<file path="config.mk">
export PLATFORM = sky130hd
export DESIGN_NAME = bsz_memctl
export DESIGN_NICKNAME = d
export VERILOG_FILES = /design/src/rtl/memctl_pkg.sv /design/src/rtl/memctl_decode.sv /design/src/rtl/memctl_cfg.sv /design/src/rtl/bsz_memctl.sv
export SDC_FILE = /design/constraint.sdc
export NUM_CORES = 1
export LEC_CHECK = 0
export BUFFER_PORTS_ARGS = -buffer_cell sky130_fd_sc_hd__buf_2
export CAP_MARGIN = 0
export CORE_UTILIZATION = 35
export DETAILED_ROUTE_END_ITERATION = 10
export SLEW_MARGIN = 20
export SYNTH_ARGS = -nofsm -noshare
export SYNTH_HDL_FRONTEND = slang
export SYNTH_SLANG_ARGS = --single-unit
</file>
<file path="constraint.sdc">
create_clock -name clk -period 3.4 [get_ports clk]
set_input_delay 0.68 -clock clk [delete_from_list [all_inputs] [get_ports clk]]
set_output_delay 0.68 -clock clk [all_outputs]
set_load 0.05 [all_outputs]
</file>
<file path="src/rtl/memctl_pkg.sv">
package memctl_pkg;

    localparam int CPU_AW  = 32;
    localparam int CPU_DW  = 32;
    localparam int BUS_AW  = 24;
    localparam int BUS_DW  = 16;
    localparam int NLANE   = CPU_DW / 8;
    localparam int SLOT_LSB = 21;
    localparam int SLOT_W   = BUS_AW - SLOT_LSB;

    localparam logic [SLOT_W-1:0] SLOT_ROM   = 3'd0;
    localparam logic [SLOT_W-1:0] SLOT_RAM   = 3'd1;
    localparam logic [SLOT_W-1:0] SLOT_CFG   = 3'd2;
    localparam logic [SLOT_W-1:0] SLOT_EXTA  = 3'd3;
    localparam logic [SLOT_W-1:0] SLOT_EXTB  = 3'd4;
    localparam logic [SLOT_W-1:0] SLOT_SPARE = 3'd5;

    // The two low bits of the external regions double as select and wait index.
    typedef enum logic [2:0] {
        RG_ROM  = 3'd0,
        RG_RAM  = 3'd1,
        RG_EXTA = 3'd2,
        RG_EXTB = 3'd3,
        RG_CFG  = 3'd4,
        RG_NONE = 3'd5
    } region_e;

    typedef enum logic [1:0] {
        ST_IDLE = 2'd0,
        ST_BUS  = 2'd1,
        ST_DONE = 2'd2
    } state_e;

    // Which narrow bus cycles a byte mask needs.
    function automatic logic [NLANE-1:0] unit_mask(input logic [NLANE-1:0] be,
                                                   input logic narrow);
        logic [NLANE-1:0] m;
        if (narrow) begin
            m = be;
        end else begin
            m = {2'b00, |be[3:2], |be[1:0]};
        end
        return m;
    endfunction

    // Lowest pending unit index.
    function automatic logic [1:0] low_unit(input logic [NLANE-1:0] m);
        logic [1:0] u;
        u = 2'd0;
        for (int i = NLANE - 1; i >= 0; i--) begin
            if (m[i]) begin
                u = 2'(i);
            end
        end
        return u;
    endfunction

endpackage

</file>
<file path="src/rtl/memctl_decode.sv">
module memctl_decode
    import memctl_pkg::*;
#(
    parameter int HI_LSB = 20
) (
    input  logic [CPU_AW-1:HI_LSB] addr_hi,
    output region_e                region,
    output logic                   narrow
);

    logic [SLOT_W-1:0] slot;
    logic              upper_zero;

    assign slot       = addr_hi[BUS_AW-1:SLOT_LSB];
    assign upper_zero = (addr_hi[CPU_AW-1:BUS_AW] == '0);

    always_comb begin
        region = RG_NONE;
        if (upper_zero) begin
            case (slot)
                SLOT_ROM:   region = RG_ROM;
                SLOT_RAM:   region = RG_RAM;
                SLOT_CFG:   region = addr_hi[HI_LSB] ? RG_NONE : RG_CFG;
                SLOT_EXTA:  region = RG_EXTA;
                SLOT_EXTB:  region = RG_EXTB;
                SLOT_SPARE: region = RG_NONE;
                default:    region = RG_NONE;
            endcase
        end
    end

    assign narrow = (region == RG_RAM) || (region == RG_EXTA) || (region == RG_EXTB);

endmodule

</file>
<file path="src/rtl/memctl_cfg.sv">
module memctl_cfg #(
    parameter int NREG     = 4,
    parameter int WAIT_W   = 3,
    parameter int RST_WAIT = 7,
    localparam int IDX_W   = $clog2(NREG),
    localparam int RD_W    = 16
) (
    input  logic                        clk,
    input  logic                        rst_n,
    input  logic                        we,
    input  logic [IDX_W-1:0]            widx,
    input  logic [WAIT_W:0]             wdata,
    input  logic [IDX_W-1:0]            ridx,
    output logic [NREG-1:0][WAIT_W-1:0] waits,
    output logic                        fwe,
    output logic [RD_W-1:0]             rdata
);

    logic [WAIT_W-1:0] wq [NREG];

    for (genvar g = 0; g < NREG; g++) begin : g_reg
        always_ff @(posedge clk or negedge rst_n) begin
            if (!rst_n) begin
                wq[g] <= WAIT_W'(RST_WAIT);
            end else if (we && (widx == IDX_W'(g))) begin
                wq[g] <= wdata[WAIT_W-1:0];
            end
        end
        assign waits[g] = wq[g];
    end

    // Unlock bit sits just above the wait field of register 0.
    always_ff @(posedge clk or negedge rst_n) begin
        if (!rst_n) begin
            fwe <= 1'b0;
        end else if (we && (widx == '0)) begin
            fwe <= wdata[WAIT_W];
        end
    end

    always_comb begin
        rdata = '0;
        rdata[WAIT_W-1:0] = wq[ridx];
        if (ridx == '0) begin
            rdata[WAIT_W] = fwe;
        end
    end

endmodule

</file>
<file path="src/rtl/bsz_memctl.sv">
module bsz_memctl
    import memctl_pkg::*;
#(
    parameter int WAIT_W   = 3,
    parameter int RST_WAIT = 7
) (
    input  logic              clk,
    input  logic              rst_n,
    input  logic              cpu_valid,
    input  logic              cpu_write,
    input  logic [31:0]       cpu_addr,
    input  logic [3:0]        cpu_be,
    input  logic [31:0]       cpu_wdata,
    output logic              cpu_ready,
    output logic [31:0]       cpu_rdata,
    output logic [3:0]        bus_sel,
    output logic [23:0]       bus_addr,
    output logic              bus_rd,
    output logic              bus_wr,
    output logic [1:0]        bus_ben,
    output logic [15:0]       bus_wdata,
    input  logic [15:0]       bus_rdata,
    output logic              rom_wp_fault
);

    localparam int NREG   = 4;
    localparam int IDX_W  = $clog2(NREG);
    localparam int UNIT_W = $clog2(NLANE);
    localparam int DEC_LSB = 20;

    state_e state_q, state_d;

    // Decode of the incoming request
    region_e dec_rg;
    logic    dec_narrow;

    memctl_decode #(.HI_LSB(DEC_LSB)) u_dec (
        .addr_hi (cpu_addr[CPU_AW-1:DEC_LSB]),
        .region  (dec_rg),
        .narrow  (dec_narrow)
    );

    // Configuration registers
    logic                        cfg_we;
    logic [NREG-1:0][WAIT_W-1:0] cfg_waits;
    logic                        cfg_fwe;
    logic [15:0]                 cfg_rdata;

    memctl_cfg #(.NREG(NREG), .WAIT_W(WAIT_W), .RST_WAIT(RST_WAIT)) u_cfg (
        .clk   (clk),
        .rst_n (rst_n),
        .we    (cfg_we),
        .widx  (cpu_addr[IDX_W+1:2]),
        .wdata (cpu_wdata[WAIT_W:0]),
        .ridx  (cpu_addr[IDX_W+1:2]),
        .waits (cfg_waits),
        .fwe   (cfg_fwe),
        .rdata (cfg_rdata)
    );

    // Acceptance terms
    logic             accept;
    logic             acc_ext;
    logic             acc_block;
    logic             acc_go;
    logic [NLANE-1:0] acc_mask;

    assign accept    = (state_q == ST_IDLE) && cpu_valid;
    assign acc_ext   = (dec_rg == RG_ROM) || (dec_rg == RG_RAM) ||
                       (dec_rg == RG_EXTA) || (dec_rg == RG_EXTB);
    assign acc_block = (dec_rg == RG_ROM) && cpu_write && !cfg_fwe;
    assign acc_mask  = unit_mask(cpu_be, dec_narrow);
    assign acc_go    = acc_ext && !acc_block && (acc_mask != '0);
    assign cfg_we    = accept && cpu_write && (dec_rg == RG_CFG) && (|cpu_be[1:0]);

    // Transfer state
    logic              wr_q;
    region_e           rg_q;
    logic              narrow_q;
    logic [23:0]       base_q;
    logic [3:0]        be_q;
    logic [31:0]       wd_q;
    logic [NLANE-1:0]  rem_q;
    logic [UNIT_W-1:0] unit_q;
    logic [WAIT_W-1:0] cnt_q;
    logic [WAIT_W-1:0] wait_q;
    logic [31:0]       rbuf_q;
    logic              fault_q;

    logic              unit_done;
    logic [NLANE-1:0]  rem_after;
    logic [NLANE-1:0]  cap_en;
    logic [31:0]       cap_data;

    assign unit_done = (state_q == ST_BUS) && (cnt_q == '0);
    assign rem_after = rem_q & ~(NLANE'(1) << unit_q);

    always_comb begin
        if (narrow_q) begin
            cap_en   = (NLANE'(1) << unit_q) & be_q;
            cap_data = {4{bus_rdata[7:0]}};
        end else begin
            cap_en   = (unit_q[0] ? 4'b1100 : 4'b0011) & be_q;
            cap_data = {2{bus_rdata}};
        end
    end

    // State register
    always_ff @(posedge clk or negedge rst_n) begin
        if (!rst_n) begin
            state_q <= ST_IDLE;
        end else begin
            state_q <= state_d;
        end
    end

    // Transitions
    always_comb begin
        state_d = state_q;
        unique case (state_q)
            ST_IDLE: begin
                if (accept) begin
                    state_d = acc_go ? ST_BUS : ST_DONE;
                end
            end
            ST_BUS: begin
                if (unit_done && (rem_after == '0)) begin
                    state_d = ST_DONE;
                end
            end
            ST_DONE: begin
                state_d = ST_IDLE;
            end
            default: begin
                state_d = ST_IDLE;
            end
        endcase
    end

    // Datapath
    always_ff @(posedge clk or negedge rst_n) begin
        if (!rst_n) begin
            wr_q     <= 1'b0;
            rg_q     <= RG_NONE;
            narrow_q <= 1'b0;
            base_q   <= '0;
            be_q     <= '0;
            wd_q     <= '0;
            rem_q    <= '0;
            unit_q   <= '0;
            cnt_q    <= '0;
            wait_q   <= '0;
            rbuf_q   <= '0;
            fault_q  <= 1'b0;
        end else begin
            if (accept) begin
                wr_q     <= cpu_write;
                rg_q     <= dec_rg;
                narrow_q <= dec_narrow;
                base_q   <= cpu_addr[23:0] & 24'hFF_FFFC;
                be_q     <= cpu_be;
                wd_q     <= cpu_wdata;
                rem_q    <= acc_mask;
                unit_q   <= low_unit(acc_mask);
                wait_q   <= cfg_waits[dec_rg[1:0]];
                cnt_q    <= cfg_waits[dec_rg[1:0]];
                rbuf_q   <= ((dec_rg == RG_CFG) && !cpu_write) ? {16'h0000, cfg_rdata} : '0;
                if (acc_block) begin
                    fault_q <= 1'b1;
                end
            end
            if (unit_done) begin
                for (int b = 0; b < NLANE; b++) begin
                    if (cap_en[b] && !wr_q) begin
                        rbuf_q[8*b +: 8] <= cap_data[8*b +: 8];
                    end
                end
                rem_q <= rem_after;
                if (rem_after != '0) begin
                    unit_q <= low_unit(rem_after);
                    cnt_q  <= wait_q;
                end
            end else if (state_q == ST_BUS) begin
                cnt_q <= cnt_q - 1'b1;
            end
        end
    end

    // Outputs
    always_comb begin
        cpu_ready = 1'b0;
        cpu_rdata = '0;
        bus_sel   = '0;
        bus_addr  = '0;
        bus_rd    = 1'b0;
        bus_wr    = 1'b0;
        bus_ben   = '0;
        bus_wdata = '0;
        unique case (state_q)
            ST_IDLE: begin
            end
            ST_BUS: begin
                bus_sel[rg_q[1:0]] = 1'b1;
                bus_rd = !wr_q;
                bus_wr = wr_q;
                if (narrow_q) begin
                    bus_addr = base_q + 24'(unit_q);
                    bus_ben  = 2'b01;
                    if (wr_q) begin
                        bus_wdata = {8'h00, wd_q[8*unit_q +: 8]};
                    end
                end else begin
                    bus_addr = base_q + (24'(unit_q[0]) << 1);
                    bus_ben  = be_q[2*unit_q[0] +: 2];
                    if (wr_q) begin
                        bus_wdata = wd_q[16*unit_q[0] +: 16];
                    end
                end
            end
            ST_DONE: begin
                cpu_ready = 1'b1;
                cpu_rdata = rbuf_q;
            end
            default: begin
            end
        endcase
    end

    assign rom_wp_fault = fault_q;

endmodule

</file>
==> results of run 1 <==
## power by group
| group | internal [mW] | switching, mW |
|---|---|---|
| clock network | 1.04 | 0.656 |
| logic | 0.158 | 0.240 |
| registers | 1.56 | 0.0835 |
## stage by stage
stage	total power [mW]	util, %
after CTS	3.80	45.7
after detailed placement	2.07	42.5
after floorplan	1.89	-
final	3.74	45.7
after global routing	3.92	45.7
after global placement	2.07	42.5
## final timing paths
kind                                   startpoint                      to  slack [ns]  cells after the start
max                           unit_q[1]$_DFF_PN0_            bus_wdata[3]        0.45                      6
min reg2reg                base_q[13]$_DFFE_PN0P_  base_q[13]$_DFFE_PN0P_        0.46                      2
max in group asynchronous                   rst_n    wd_q[15]$_DFFE_PN0P_        2.27                      2
min                                         rst_n    rbuf_q[12]$_DFF_PN0_        0.27                      1
min in group clk                     cpu_addr[10]  base_q[10]$_DFFE_PN0P_        0.45                      3
max reg2reg                   unit_q[1]$_DFF_PN0_     unit_q[0]$_DFF_PN0_        0.96                      6
## cells in the mapped netlist (9+ instances only)
cell | number | share of area, %
nand2_1 | 226 | 13
dfrtp_1 | 109 | 43
and2_1 | 54 | 5.3
clkbuf_1 | 45 | 2.7
o21ai_0 | 45 | 3.5
nor2_1 | 35 | 2.1
mux2i_1 | 29 | 4.6
nand3_1 | 21 | 1.7
a211oi_1 | 20 | 2.4
mux2_2 | 16 | 2.8
dfstp_2 | 13 | 5.4
and3_1 | 11 | 1.1
a21oi_1 | 9 | 0.71
## worst reg2reg max path: stages, from the launching register on
cell and delay (ns):
dfrtp_1 0.66, buf_4 0.28, mux2i_1 0.09, a31o_2 0.25, a21oi_1 0.35, a31oi_1 0.14
or4_1 0.53
## cells by family after synthesis
logic type                 after synthesis  share of synthesized area (%)
and+or+nand+nor                        389                           28.1
DFF                                    122                           48.3
buffers and inverters                   57                           3.39
adders and majority gates                2                          0.394
muxes                                   52                           9.41
AOI/OAI and AO/OA                      104                           10.5
## registers in the layout, indices dropped and copies added, names as in the netlist
register	flops
unit_q	2
narrow_q	1
rbuf_q	32
cnt_q	3
base_q	22
rom_wp_fault	1
wd_q	32
u_cfg.fwe	1
be_q	4
rg_q	2
wr_q	1
wait_q	3
rem_q	4
state_q	2
u_cfg.waits	12
## layout by cell type (no fill, tap or decap), types with 4 or more instances in the layout
| master | instances |
|---|---|
| a211oi_1 | 20 |
| a21o_1 | 5 |
| a21oi_1 | 9 |
| a221oi_1 | 4 |
| a31oi_1 | 5 |
| and2_1 | 54 |
| and3_1 | 11 |
| buf_2 | 166 |
| buf_4 | 17 |
| clkbuf_16 | 17 |
| clkinv_2 | 4 |
| clkinvlp_4 | 4 |
| dfrtp_1 | 109 |
| dfstp_2 | 13 |
| inv_1 | 8 |
| mux2_2 | 16 |
| mux2_4 | 4 |
| mux2i_1 | 29 |
| nand2_1 | 225 |
| nand2b_1 | 5 |
| nand3_1 | 21 |
| nor2_1 | 35 |
| nor2b_1 | 4 |
| nor3_1 | 8 |
| nor4_1 | 4 |
| o21ai_0 | 45 |
## final cells by class
class | count | area, µm² | area share [%]
flip-flops and latches | 122 | 3070 | 38.3
multi-input cells | 547 | 3100 | 38.6
clock inverters | 11 | 97.6 | 1.22
repair buffers | 184 | 978 | 12.2
diodes | 1 | 2.50 | 0.0312
well taps | 225 | 282 | 3.51
inverters | 8 | 30.0 | 0.375
clock buffers | 21 | 460 | 5.74
## metal layers
layer / vias up / track usage (%)
li1: 2767 / -
met2: 115 / 30.5
met3: 17 / 3.93
met1: 2546 / 26.4
met5: - / 0
met4: 0 / 6.53
==> flow_summary_export.csv, run 1 <==
group,metric,value,unit
min_path,hp-class,"in -> async",
grt,antenna_found_initial,0,
sta,setup_tns,0,ns
sta,worst_pin_slew,0.734,ns
synthesis,synthArstFlopShare,100,%
critical_path,path_max_fanout,14,
floorplanning,start_util,36.3,%
grt,grt_first_pass_wirelength,27500,µm
synthesis,synth_edf_count,0,
clock_network,root_buffer,"clkbuf_16",
grt,grt_usage,19.3,%
placement,dp_hpwl,12100,µm
placement,io_buffers,167,
cells_and_area,nets,970,
pwr,power.density,466,nW/µm²
synthesis,syn_avg_cell_area,8.76,µm²
sta,hold_slack,0.270,ns
sta,hold_viol,0,
grt,grt_pass1_vias,5239,
clock_network,cts_setup_buffers,0,
sta,fin_crit,2.95,ns
sta,fin_ws,0.454,ns
clock_network,ctsLongestPathBuffers,2,
cells_and_area,final.fill_count,1766,
sta,period_share,86.6,%
route,ant_nets,0,
placement,placed_cell_area,7460,µm²
critical_path,cp_slowest_cell,"dfrtp_1",
critical_path,required,2.72,ns
clock_network,cts_tree,"built",
critical_path,crit_chain,"buf_4 > mux2i_1 > nand2_1 > o21ai_0 > a211oi_1 > buf_2",
pwr,p_leak,4.06,nW
synthesis,syn_inst,726,
clock_network,numCtsBuffers,17,
sta,rsz0062_at_grt,"no",
route,dr.pass1.iters,4,
route,via_count,5445,
route,wl_met2,7910,µm
clock_network,clkSinkCount,122,
critical_path,slowest_delay,0.66,ns
synthesis,synth.distinct_cells,47,
placement,dpl.cell_count,1086,
clock_network,htree_num_levels,4,
synthesis,ys_ff_latch,122,
floorplanning,rows,48,
route,drc,0,
synthesis,synth_area,6360,µm²
clock_network,path_clk_slew,0.05,ns
synthesis,syn_nets,816,
cells_and_area,fin_area,8020,µm²
clock_network,cts.repair.resized,0,
clock_network,clk_latency,0.42,ns
run,maxCapViolCount,0,
clock_network,postCtsHoldBufs,0,
floorplanning,core_area,17500,µm²
grt,grt-ovfl-total,0,
floorplanning,die_w,137,µm
floorplanning,ios,170,
route,drt_wl_total,17200,µm
critical_path,cp_top_family,"flip-flops",
route,wl_met1,8340,µm
synthesis,synth_warnings,0,
run_status,status,"complete, no violations",
placement,preCtsSetupSlack,0.306,ns
synthesis,synth_flop_cell,"dfrtp_1",
route,avgViaCountPerCell,4.87,
route,drt-initial-drc-count,242,
critical_path,cp.arrival,2.27,ns
floorplanning,fp.dieH,137,µm
sta,skew,0.00655,ns
floorplanning,dieArea,18700,µm²
sta,relSlewSlack,51.1,%
placement,place.gp.congestion,0.788,
critical_path,crit_buf_inv,2,
sta,final-max-slew-violation-count,0,
pwr,ir_drop,0.353,mV
route,route.met3.wl,728,µm
cells_and_area,area_growth_syn_to_layout,26.1,%
critical_path,endpoint_kind,"output port",
critical_path,crit_type,"reg -> out",
route,routedWlPerCell,15.4,µm
critical_path,start_kind,"register",
cells_and_area,finalNonFillerCells,1119,
sta,fmax,0.339,GHz
sta,setup_violations,0,
synthesis,yosysSeqAreaShare,48.3,%
route,top_layer,"met4",
grt,grt_start_max_net_pins,69,
cells_and_area,post_route_cells_drive_above_1_share,29.2,%
No activity file was read; power rests on OpenSTA's default activity.
==> run 2, diff against run 1 <==
Settings changed: PLACE_DENSITY_LB_ADDON set to 0.2.
==> flow_summary_export.csv, run 2 (same netlist as run 1, synthesis figures left out) <==
group,metric,value,unit
cells_and_area,area_growth_syn_to_layout,26.4,%
floorplanning,die_w,137,µm
sta,fin_ws,0.297,ns
min_path,hp-class,"in -> async",
clock_network,path_clk_slew,0.06,ns
critical_path,path_max_fanout,18,
placement,dp_hpwl,12300,µm
cells_and_area,nets,969,
placement,preCtsSetupSlack,0.427,ns
clock_network,numCtsBuffers,17,
critical_path,r2r_setup_slack,0.74,ns
clock_network,htree_num_levels,4,
sta,final-max-slew-violation-count,0,
pwr,switching_share,26.6,%
clock_network,cts_setup_buffers,0,
route,ant_nets,0,
grt,grt_start_max_net_pins,69,
critical_path,regToRegEndpoint,"unit_q[0]$_DFF_PN0_",
route,route.met3.wl,1020,µm
sta,worst_pin_slew,0.781,ns
placement,place.gp.congestion,0.772,
critical_path,reg2reg_depth,6,
floorplanning,rows,48,
pwr,comb_power_share,10.6,%
route,wl_met1,8210,µm
cells_and_area,regArea,3070,µm²
route,avgViaCountPerCell,4.89,
sta,relSlewSlack,48.0,%
route,top_layer,"met5",
pwr,switchingPower,1.02,mW
sta,fmax,0.322,GHz
route,wl_met2,8200,µm
sta,hold_viol,0,
placement,placed_cell_area,7450,µm²
route,drt-initial-drc-count,203,
grt,antenna_found_initial,2,
grt,grt_usage,20.0,%
cells_and_area,finalNonFillerCells,1118,
route,drc,0,
critical_path,crit_chain,"nand2_1 > a211oi_1 > a211oi_1 > buf_2",
cells_and_area,final.fill_count,1755,
pwr,internal-power,2.82,mW
critical_path,cp_slowest_cell,"dfrtp_1",
sta,fin_crit,3.10,ns
pwr,pwr-share-clk,46.7,%
cells_and_area,multi_input_area,3100,µm²
cells_and_area,fin_area,8040,µm²
cells_and_area,layout_commonest_cell,"nand2_1",
grt,grt_first_pass_wirelength,28500,µm
sta,setup_violations,0,
floorplanning,ios,170,
sta,period_share,91.3,%
cells_and_area,post_route_cells_drive_above_1_share,29.4,%
pwr,p_leak,4.07,nW
cells_and_area,final_cell_mix,"225 x nand2_1, 166 x buf_2, 109 x dfrtp_1, 54 x and2_1, 45 x o21ai_0",
run_status,status,"complete, no violations",
clock_network,postCtsHoldBufs,0,
route,via_count,5471,
critical_path,required,2.72,ns
cells_and_area,reg_top3,"rbuf_q: 32 flops, wd_q: 32 flops, base_q: 22 flops",
floorplanning,dieArea,18700,µm²
grt,grt_pass1_vias,5472,
placement,dpl.cell_count,1085,
pwr,ir_drop,0.345,mV
critical_path,r2r_start,"unit_q[1]$_DFF_PN0_",
sta,skew,0.0108,ns
clock_network,cts_tree,"built",
critical_path,slowest_delay,0.84,ns
floorplanning,core_area,17500,µm²
pwr,power.density,478,nW/µm²
floorplanning,fp.dieH,137,µm
clock_network,root_buffer,"clkbuf_16",
sta,rsz0062_at_grt,"no",
critical_path,cpMostUsedCell,"a211oi_1",
critical_path,cp.arrival,2.42,ns
clock_network,clk_latency,0.43,ns
grt,grt-ovfl-total,0,
critical_path,start_kind,"register",
critical_path,crit_type,"reg -> out",
route,routedWlPerCell,15.7,µm
clock_network,ctsLongestPathBuffers,2,
clock_network,cts.repair.resized,0,
critical_path,endpoint_kind,"output port",
clock_network,clkSinkCount,122,
sta,setup_tns,0,ns
route,drt_wl_total,17600,µm
pwr,power.share.sequential,42.7,%
placement,io_buffers,167,
run,maxCapViolCount,0,
route,dr.pass1.iters,4,
floorplanning,start_util,36.3,%
run 2: cell count changes in the layout (fill, tap and decap cells not counted), sizes merged:
cell and change:
buf -1, bufinv +1, clkbuf -3, clkinv +3, clkinvlp -2, inv +1
run 2: worst max path at each step:
| stage | from | to | slack (ns) | cells after the start |
|---|---|---|---|---|
| after global placement | cpu_addr[29] | u_cfg.fwe$_DFFE_PN0P_ | 0.43 | 6 |
| after CTS | unit_q[1]$_DFF_PN0_ | bus_wdata[1] | 0.26 | 4 |
| after floorplan | narrow_q$_DFFE_PN0P_ | bus_wdata[0] | 0.06 | 5 |
| after detailed placement | cpu_addr[29] | u_cfg.fwe$_DFFE_PN0P_ | 0.43 | 6 |
| after global routing | unit_q[1]$_DFF_PN0_ | bus_wdata[2] | 0.11 | 4 |
| final | unit_q[1]$_DFF_PN0_ | bus_wdata[1] | 0.30 | 4 |
run 2: final cells by class:
type                            instances  area share [%]
Tap cell                              225            3.50
Timing Repair Buffer                  183            12.1
Multi-Input combinational cell        547            38.5
Antenna cell                            1          0.0311
Clock inverter                         14            1.84
Sequential cell                       122            38.2
Clock buffer                           18            5.46
Inverter                                8           0.374
run 2: critical path: cells and delay by family (launching register included):
family	cells	cell delay, ns
AO/OA/AOI/OAI	2	0.45
buffers and inverters	1	0.23
flip-flops	1	0.84
AND/OR/NAND/NOR	1	0.47
run 2: power by group through the flow:
stage	Sequential (mW)	Combinational [mW]	Clock, mW
floorplan	1.64	0.254	0
global placement	1.66	0.406	0
detailed placement	1.66	0.415	0
CTS	1.64	0.416	1.83
global route	1.66	0.469	1.90
finish	1.64	0.407	1.79
run 2: metal layers:
layer  up-vias  GRT usage, %
li1       2761             -
met1      2545          27.2
met2       148          31.5
met3        15          5.15
met4         2          5.68
met5         -             0
run 2: per-stage QoR:
stage	util, %	hold slack, ns	total power, mW
after floorplan	-	0.384	1.89
after global placement	42.5	0.440	2.07
after detailed placement	42.5	0.450	2.08
after CTS	45.8	0.246	3.89
after global routing	45.8	0.271	4.02
final	45.8	0.223	3.84
